<file path="config.mk">
export PLATFORM = sky130hd
export DESIGN_NAME = lsc_ref_fifo
export DESIGN_NICKNAME = d
export VERILOG_FILES = /design/src/rtl/lsc_ref_fifo.sv
export SDC_FILE = /design/constraint.sdc
export NUM_CORES = 1
export LEC_CHECK = 0
export ABC_CLOCK_PERIOD_IN_PS = 2400
export BUFFER_PORTS_ARGS = -buffer_cell sky130_fd_sc_hd__buf_4
export CAP_MARGIN = 20
export CELL_PAD_IN_SITES_DETAIL_PLACEMENT = 0
export CELL_PAD_IN_SITES_GLOBAL_PLACEMENT = 2
export CORE_MARGIN = 2
export CORE_UTILIZATION = 46
export CTS_CLUSTER_DIAMETER = 100
export DETAILED_ROUTE_END_ITERATION = 6
export PLACE_DENSITY = 0.82
export REMOVE_ABC_BUFFERS = 1
export SLEW_MARGIN = 20
export SYNTH_ARGS = -nofsm -noshare
export SYNTH_HDL_FRONTEND = slang
export SYNTH_SLANG_ARGS = --single-unit
</file>
<file path="constraint.sdc">
create_clock -name clk_i -period 2.4 [get_ports clk_i]
set_input_delay 0.48 -clock clk_i [delete_from_list [all_inputs] [get_ports clk_i]]
set_output_delay 0.48 -clock clk_i [all_outputs]
set_load 0.05 [all_outputs]
</file>
<file path="src/rtl/lsc_ref_fifo.sv">
module lsc_ref_fifo #(
    parameter int DATA_W = 16,
    parameter int DEPTH  = 4
) (
    input  logic              clk_i,
    input  logic              rst_ni,
    input  logic              flush_i,
    input  logic              push_i,
    input  logic [DATA_W-1:0] wdata_i,
    input  logic              pop_i,
    output logic [DATA_W-1:0] head_o,
    output logic              empty_o,
    output logic              full_o
);
    localparam int PTR_W = (DEPTH > 1) ? $clog2(DEPTH) : 1;
    localparam int OCC_W = $clog2(DEPTH + 1);

    typedef struct packed {
        logic [DEPTH-1:0][DATA_W-1:0] mem;
        logic [PTR_W-1:0]             rd;
        logic [PTR_W-1:0]             wr;
        logic [OCC_W-1:0]             occ;
    } fifo_st_t;

    fifo_st_t st_d, st_q;

    function automatic logic [PTR_W-1:0] ptr_next(input logic [PTR_W-1:0] p);
        if (int'(p) == DEPTH - 1) return '0;
        return p + 1'b1;
    endfunction

    always_comb begin
        st_d = st_q;
        if (flush_i) begin
            st_d.rd  = '0;
            st_d.wr  = '0;
            st_d.occ = '0;
        end else begin
            if (push_i) begin
                st_d.mem[st_q.wr] = wdata_i;
                st_d.wr           = ptr_next(st_q.wr);
            end
            if (pop_i) begin
                st_d.rd = ptr_next(st_q.rd);
            end
            if (push_i && !pop_i) begin
                st_d.occ = st_q.occ + 1'b1;
            end else if (pop_i && !push_i) begin
                st_d.occ = st_q.occ - 1'b1;
            end
        end
    end

    always_ff @(posedge clk_i or negedge rst_ni) begin
        if (!rst_ni) begin
            st_q <= '0;
        end else begin
            st_q <= st_d;
        end
    end

    assign head_o  = st_q.mem[st_q.rd];
    assign empty_o = (st_q.occ == '0);
    assign full_o  = (int'(st_q.occ) == DEPTH);

endmodule

</file>
==> results of run 1 <==
final timing paths:
kind	from	endpoint	cells past startpoint
max in group asynchronous	rst_ni	st_q[24]	2
hold reg to reg	st_q[7]	st_q[7]	1
setup / recovery	st_q[5]	head_o[0]	3
min in group clk_i	flush_i	st_q[3]	2
setup reg to reg	st_q[0]	st_q[2]	5
hold / removal	rst_ni	st_q[20]	2
kinds of logic after synthesis:
family / synth area share
buf+inv: 0.04311
mux: 0.3624
flops: 0.5188
simple gates: 0.03873
fa+ha+maj: 0.02046
compound gates: 0.003653
xor+xnor: 0.01279
critical path: stages, from the launching register on:
cell	delay (ns)
sky130_fd_sc_hd__dfrtp_1	0.35
sky130_fd_sc_hd__buf_4	0.28
sky130_fd_sc_hd__mux4_2	0.56
sky130_fd_sc_hd__buf_4	0.21
through the flow:
step,total power [µW],utilization,setup WS [ns]
floorplan,2714,-,0.2785
global placement,2991,0.5206,0.5523
detailed placement,3017,0.5206,0.5389
CTS,4087,0.5515,0.1547
global route,4244,0.5515,0.1008
finish,4046,0.5515,0.1897
cell type report:
class	instances	area, µm²
inverter	4	15.01
fill	632	3236
clock buffer	11	141.4
timing repair buffer	42	340.3
tap	99	123.9
clock inverter	5	81.33
sequential	71	1777
multi-input combinational	112	1500
layer usage:
metal / track usage / share of wire / up-vias
li1: - / - / 797
met1: 0.2246 / 0.50 / 893
met2: 0.2299 / 0.45 / 30
met3: 0.03088 / 0.033 / 13
met4: 0.08462 / 0.023 / 0
met5: 0 / 0 / -
power groups by stage:
stage               sequential, µW  clock [µW]  combinational [µW]
global placement              1720           0                1270
floorplan                     1680           0                1040
finish                        1710        1060                1280
global route                  1750        1150                1350
CTS                           1700        1090                1290
detailed placement            1730           0                1290
placed cells by master, fill, tap and decap left out, types with 3 or more instances in the layout:
cell / instances
sky130_fd_sc_hd__nor2_1: 6
sky130_fd_sc_hd__dfrtp_1: 71
sky130_fd_sc_hd__buf_4: 40
sky130_fd_sc_hd__xnor2_1: 3
sky130_fd_sc_hd__ha_1: 4
sky130_fd_sc_hd__nand2_4: 4
sky130_fd_sc_hd__inv_1: 4
sky130_fd_sc_hd__clkbuf_8: 10
sky130_fd_sc_hd__mux4_2: 16
sky130_fd_sc_hd__mux2_2: 24
sky130_fd_sc_hd__mux2_4: 40
synth_stat cells:
library cell | instances | area share
sky130_fd_sc_hd__a211oi_1 | 1 | 0.0022
sky130_fd_sc_hd__and3_1 | 1 | 0.0018
sky130_fd_sc_hd__and3b_2 | 1 | 0.0029
sky130_fd_sc_hd__buf_12 | 4 | 0.023
sky130_fd_sc_hd__buf_2 | 2 | 0.0029
sky130_fd_sc_hd__buf_4 | 2 | 0.0044
sky130_fd_sc_hd__buf_6 | 2 | 0.0066
sky130_fd_sc_hd__clkbuf_2 | 1 | 0.0015
sky130_fd_sc_hd__dfrtp_1 | 71 | 0.52
sky130_fd_sc_hd__fa_1 | 1 | 0.0058
sky130_fd_sc_hd__ha_1 | 4 | 0.015
sky130_fd_sc_hd__inv_1 | 4 | 0.0044
sky130_fd_sc_hd__mux2_2 | 24 | 0.079
sky130_fd_sc_hd__mux2_4 | 40 | 0.18
sky130_fd_sc_hd__mux2i_1 | 1 | 0.0029
sky130_fd_sc_hd__mux4_2 | 16 | 0.11
sky130_fd_sc_hd__nand2_1 | 1 | 0.0011
sky130_fd_sc_hd__nand2_4 | 4 | 0.013
sky130_fd_sc_hd__nor2_1 | 6 | 0.0066
sky130_fd_sc_hd__nor2b_1 | 1 | 0.0018
sky130_fd_sc_hd__nor2b_4 | 1 | 0.0040
sky130_fd_sc_hd__nor3_1 | 2 | 0.0029
sky130_fd_sc_hd__nor3b_1 | 2 | 0.0044
sky130_fd_sc_hd__o21ai_0 | 1 | 0.0015
sky130_fd_sc_hd__xnor2_1 | 3 | 0.0077
sky130_fd_sc_hd__xor2_1 | 2 | 0.0051
==> impl_metrics.json, run 1 <==
{
  "finalCritPeriodShare": 0.9209,
  "dp_hpwl_um": 3762,
  "syn_to_final_growth_pct": 16.19,
  "top_register": "st_q",
  "slew_violations": 0,
  "h_tree_level_count": 3,
  "cts_setup_buffers": 0,
  "via_count_of_the_first_global_routing_pass": 1835,
  "r2r_setup_slack_ns": 0.88,
  "grt_remaining_overflow": 0,
  "seq_power_share": 0.422,
  "timing.setup.critical_path_class": "flop to output pin",
  "final_std_cell_area_no_fill_mm2": 0.003979,
  "clock-root-buffer": "sky130_fd_sc_hd__clkbuf_8",
  "switching_share": 0.3033,
  "drt_first_iter_violations": 31,
  "start_util": 0.4747,
  "worst_ep_arrival_time_ns": 1.73,
  "chipHeight_um": 90.28,
  "synth_cell_type_count": 26,
  "drt_pre_antenna_iters": 4,
  "netlist_instances": 198,
  "post_route_cells_drive_above_1_share": 0.5837,
  "setup_clock_skew_after_layout_ns": 0.009098,
  "p_switching_uw": 1227,
  "power-per-cell-area_mw_per_mm2": 1017,
  "post_drt_wl_per_cell_um": 17.40,
  "relSlewSlack": 0.7414,
  "clk_latency_ns": 0.34,
  "synth_seq_cells": 71,
  "synth.cell_area_mm2": 0.003425,
  "critPathLaunchType": "flop",
  "grt_first_pass_wirelength_um": 9832,
  "setup-violations-final": 0,
  "totalWireLength_um": 5986,
  "run_status": "finished, final reports clean",
  "cts_inserted_buffers": 9,
  "ys.warnings.count": 0,
  "setup-tns-final_ns": 0,
  "diode_insertion_count_for_antenna_repair": 0,
  "die_x_um": 90.28,
  "syn_avg_cell_area_um2": 17.30,
  "grt_max_degree": 72,
  "drc_errors": 0,
  "synth-seq-area-share": 0.5188,
  "max_ir_drop_vdd_mv": 0.4135,
  "clock_group_share_of_total_power": 0.263,
  "detail-route-antenna-nets": 0,
  "cts_hold_repair.buffers": 0,
  "timing.final.hold_violations": 0,
  "cell_internal_pwr_uw": 2819,
  "cp.required_ns": 1.92,
  "timing.max_cap.violations": 0,
  "num_io_pins": 39,
  "path_clk_slew_ns": 0.08,
  "worst_pin_slew_ns": 0.3878,
  "antenna_violations_before_repair": 0,
  "hold_path_class": "input pin to asynchronous set/reset pin",
  "max-clock-path-buffers": 2,
  "fp-row-count": 31,
  "biggestRegsByFlops": "st_q x71",
  "clock_sinks": 71,
  "grt_usage": 0.1578,
  "postPlaceCellArea_mm2": 0.003756,
  "routed_via_density": 5.038,
  "timing.critical_path.to_type": "output pin",
  "finish.net_count": 266,
  "worst-path-max-fanout": 13,
  "comb_power_share": 0.315,
  "placedCellCount": 328,
  "core_region_area_mm2": 0.007214,
  "route.vias.total": 1733,
  "largest_register_ffs": 71,
  "max_freq_mhz": 452.4,
  "finalCriticalPeriod_ns": 2.210,
  "post_cts_resized": 0,
  "tritoncts_clock_tree": "done",
  "fin_hold_ws_ns": 0.1163,
  "grt_setup_unrepaired": "no",
  "cell_count_final_fillers_out": 344,
  "globalplace.congestion": 0.7002,
  "design.die.area_mm2": 0.008150,
  "static_power_due_to_leakage_uw": 0.001946,
  "port_buffers": 38
}
Note: power is estimated with default switching activity, not from simulation.
==> run 2: changes to the inputs <==
ABC_AREA = 1   (was unset)
CORE_UTILIZATION = 39   (was 46)
CTS_CLUSTER_DIAMETER = unset   (was 100)
PLACE_DENSITY = 0.83   (was 0.82)
==> impl_metrics.json, run 2 <==
{
  "route.vias.total": 2545,
  "grt_first_pass_wirelength_um": 12790,
  "grt_usage": 0.1713,
  "totalWireLength_um": 7394,
  "post_drt_wl_per_cell_um": 14.41,
  "core_region_area_mm2": 0.008299,
  "tritoncts_clock_tree": "done",
  "port_buffers": 38,
  "fp-row-count": 33,
  "hold_path_class": "input pin to asynchronous set/reset pin",
  "synth-seq-area-share": 0.5277,
  "drt_first_iter_violations": 96,
  "antenna_violations_before_repair": 0,
  "worst_ep_arrival_time_ns": 1.66,
  "design.die.area_mm2": 0.009393,
  "mostFrequentLayoutCells": "sky130_fd_sc_hd__nand2_1, sky130_fd_sc_hd__dfrtp_1, sky130_fd_sc_hd__buf_4",
  "worst-path-max-fanout": 11,
  "cts_hold_repair.buffers": 0,
  "via_count_of_the_first_global_routing_pass": 2597,
  "relSlewSlack": 0.6610,
  "path_clk_slew_ns": 0.08,
  "synth_edf_count": 0,
  "grt_max_degree": 39,
  "cp.required_ns": 1.92,
  "detail-route-antenna-nets": 0,
  "chipHeight_um": 96.92,
  "delay_of_the_slowest_cell_on_the_worst_path_ns": 0.37,
  "timing.final.hold_violations": 0,
  "dp_hpwl_um": 4694,
  "max_freq_mhz": 467.4,
  "run_status": "finished, final reports clean",
  "path_common_cell": "sky130_fd_sc_hd__buf_4",
  "fin_hold_ws_ns": 0.09644,
  "clock-root-buffer": "sky130_fd_sc_hd__clkbuf_8",
  "slew_violations": 0,
  "max-clock-path-buffers": 2,
  "power-per-cell-area_mw_per_mm2": 943.9,
  "timing.critical_path.to_type": "output pin",
  "finalCriticalPeriod_ns": 2.139,
  "grt_remaining_overflow": 0,
  "setup_clock_skew_after_layout_ns": 0.006535,
  "synth_commonest_cells": "sky130_fd_sc_hd__nand2_1, sky130_fd_sc_hd__dfrtp_1, sky130_fd_sc_hd__o21ai_0, sky130_fd_sc_hd__o21ai_1, sky130_fd_sc_hd__nor2_1",
  "setup-tns-final_ns": 0,
  "die_x_um": 96.92,
  "syn_to_final_growth_pct": 15.90,
  "finish.net_count": 429,
  "cts_setup_buffers": 0,
  "max_ir_drop_vdd_mv": 0.3503,
  "num_io_pins": 39,
  "start_util": 0.4057,
  "syn_avg_cell_area_um2": 9.174,
  "post_route_cells_drive_above_1_share": 0.2377,
  "synth.largest_area_cell": "sky130_fd_sc_hd__dfrtp_1",
  "synth_cell_type_count": 21,
  "synth.top_cells.by_area": "sky130_fd_sc_hd__dfrtp_1, sky130_fd_sc_hd__nand2_1, sky130_fd_sc_hd__o21ai_2",
  "worst_pin_slew_ns": 0.5084,
  "ys.warnings.count": 0,
  "finalPower_uw": 3684,
  "biggestRegsByFlops": "st_q x71",
  "h_tree_level_count": 3,
  "clk_latency_ns": 0.34,
  "cts_inserted_buffers": 9,
  "synth_seq_cells": 71,
  "diode_insertion_count_for_antenna_repair": 0,
  "post_cts_resized": 0,
  "yosys.cell_count.top_type": "sky130_fd_sc_hd__nand2_1",
  "grt_setup_unrepaired": "no",
  "timing.setup.critical_path_class": "flop to output pin",
  "globalplace.congestion": 0.7551,
  "cell_type_group_with_the_largest_total_delay_on_the_critical_path": "buffers and inverters",
  "static_power_due_to_leakage_uw": 0.001940,
  "drc_errors": 0,
  "routed_via_density": 4.961,
  "postSynth.topFlopCell": "sky130_fd_sc_hd__dfrtp_1",
  "most_frequent_standard_cell_in_the_layout_excluding_fill_and_tap_cells": "sky130_fd_sc_hd__nand2_1",
  "synth.cell_area_mm2": 0.003367,
  "synth-async-reset-ratio": 1.000,
  "netlist_instances": 367,
  "fin_util": 0.4702,
  "clock_sinks": 71,
  "setup-violations-final": 0,
  "largest_register_ffs": 71,
  "critical_path.slowest_cell": "sky130_fd_sc_hd__dfrtp_1",
  "drt_pre_antenna_iters": 4,
  "critPathLaunchType": "flop",
  "worst_path_cell_chain": "inv_1 > buf_4 > o21ai_0 > o22ai_1 > buf_4",
  "finalCritPeriodShare": 0.8914,
  "cp_num_buf_inv": 3,
  "top_register": "st_q",
  "synth_largest_type_area_fraction": 0.5277,
  "timing.max_cap.violations": 0
}
## run 2: cells by family after synthesis
family,synth area share
adders and majority gates,0.02081
buffers and inverters,0.08361
DFF,0.5277
and+or+nand+nor,0.1531
AOI/OAI and AO/OA,0.2148
## run 2: final timing paths
| path | from | end | slack, ns | depth (start not counted) |
|---|---|---|---|---|
| min in group clk_i | wdata_i[15] | st_q[70] | 0.43 | 3 |
| min | rst_ni | st_q[62] | 0.1 | 1 |
| max | st_q[6] | head_o[3] | 0.26 | 5 |
| max reg2reg | st_q[0] | st_q[2] | 1.02 | 8 |
| max in group asynchronous | rst_ni | st_q[64] | 1.71 | 2 |
| min reg2reg | st_q[35] | st_q[35] | 0.48 | 2 |
## run 2: cell type report
class / instances / area (µm²)
clock buffers: 11 / 141.4
clock inverters: 5 / 81.33
fillers: 837 / 4397
inverters: 28 / 105.1
multi-input cells: 247 / 1309
flip-flops and latches: 71 / 1777
well taps: 105 / 131.4
repair buffers: 46 / 357.8
## run 2: per-stage QoR
step	instances	worst slack [ns]	area, µm²
after floorplan	346	-0.1651	3191
after global placement	497	0.6336	3680
after detailed placement	497	0.6105	3680
after CTS	513	0.2306	3902
after global routing	513	0.1282	3902
final	513	0.2606	3902
## run 2: where the power goes
part	internal [µW]	switching (µW)
clock	614	459
sequential	1480	141
combinational	357	637
## run 2: routing by layer
layer | wire length [µm] | part of all wire | vias up | global-route usage
li1 | - | - | 1291 | -
met1 | 3537 | 0.48 | 1208 | 0.2219
met2 | 3535 | 0.48 | 39 | 0.2842
met3 | 226 | 0.031 | 7 | 0.03613
met4 | 95 | 0.013 | 0 | 0.06176
met5 | 0 | 0 | - | 0
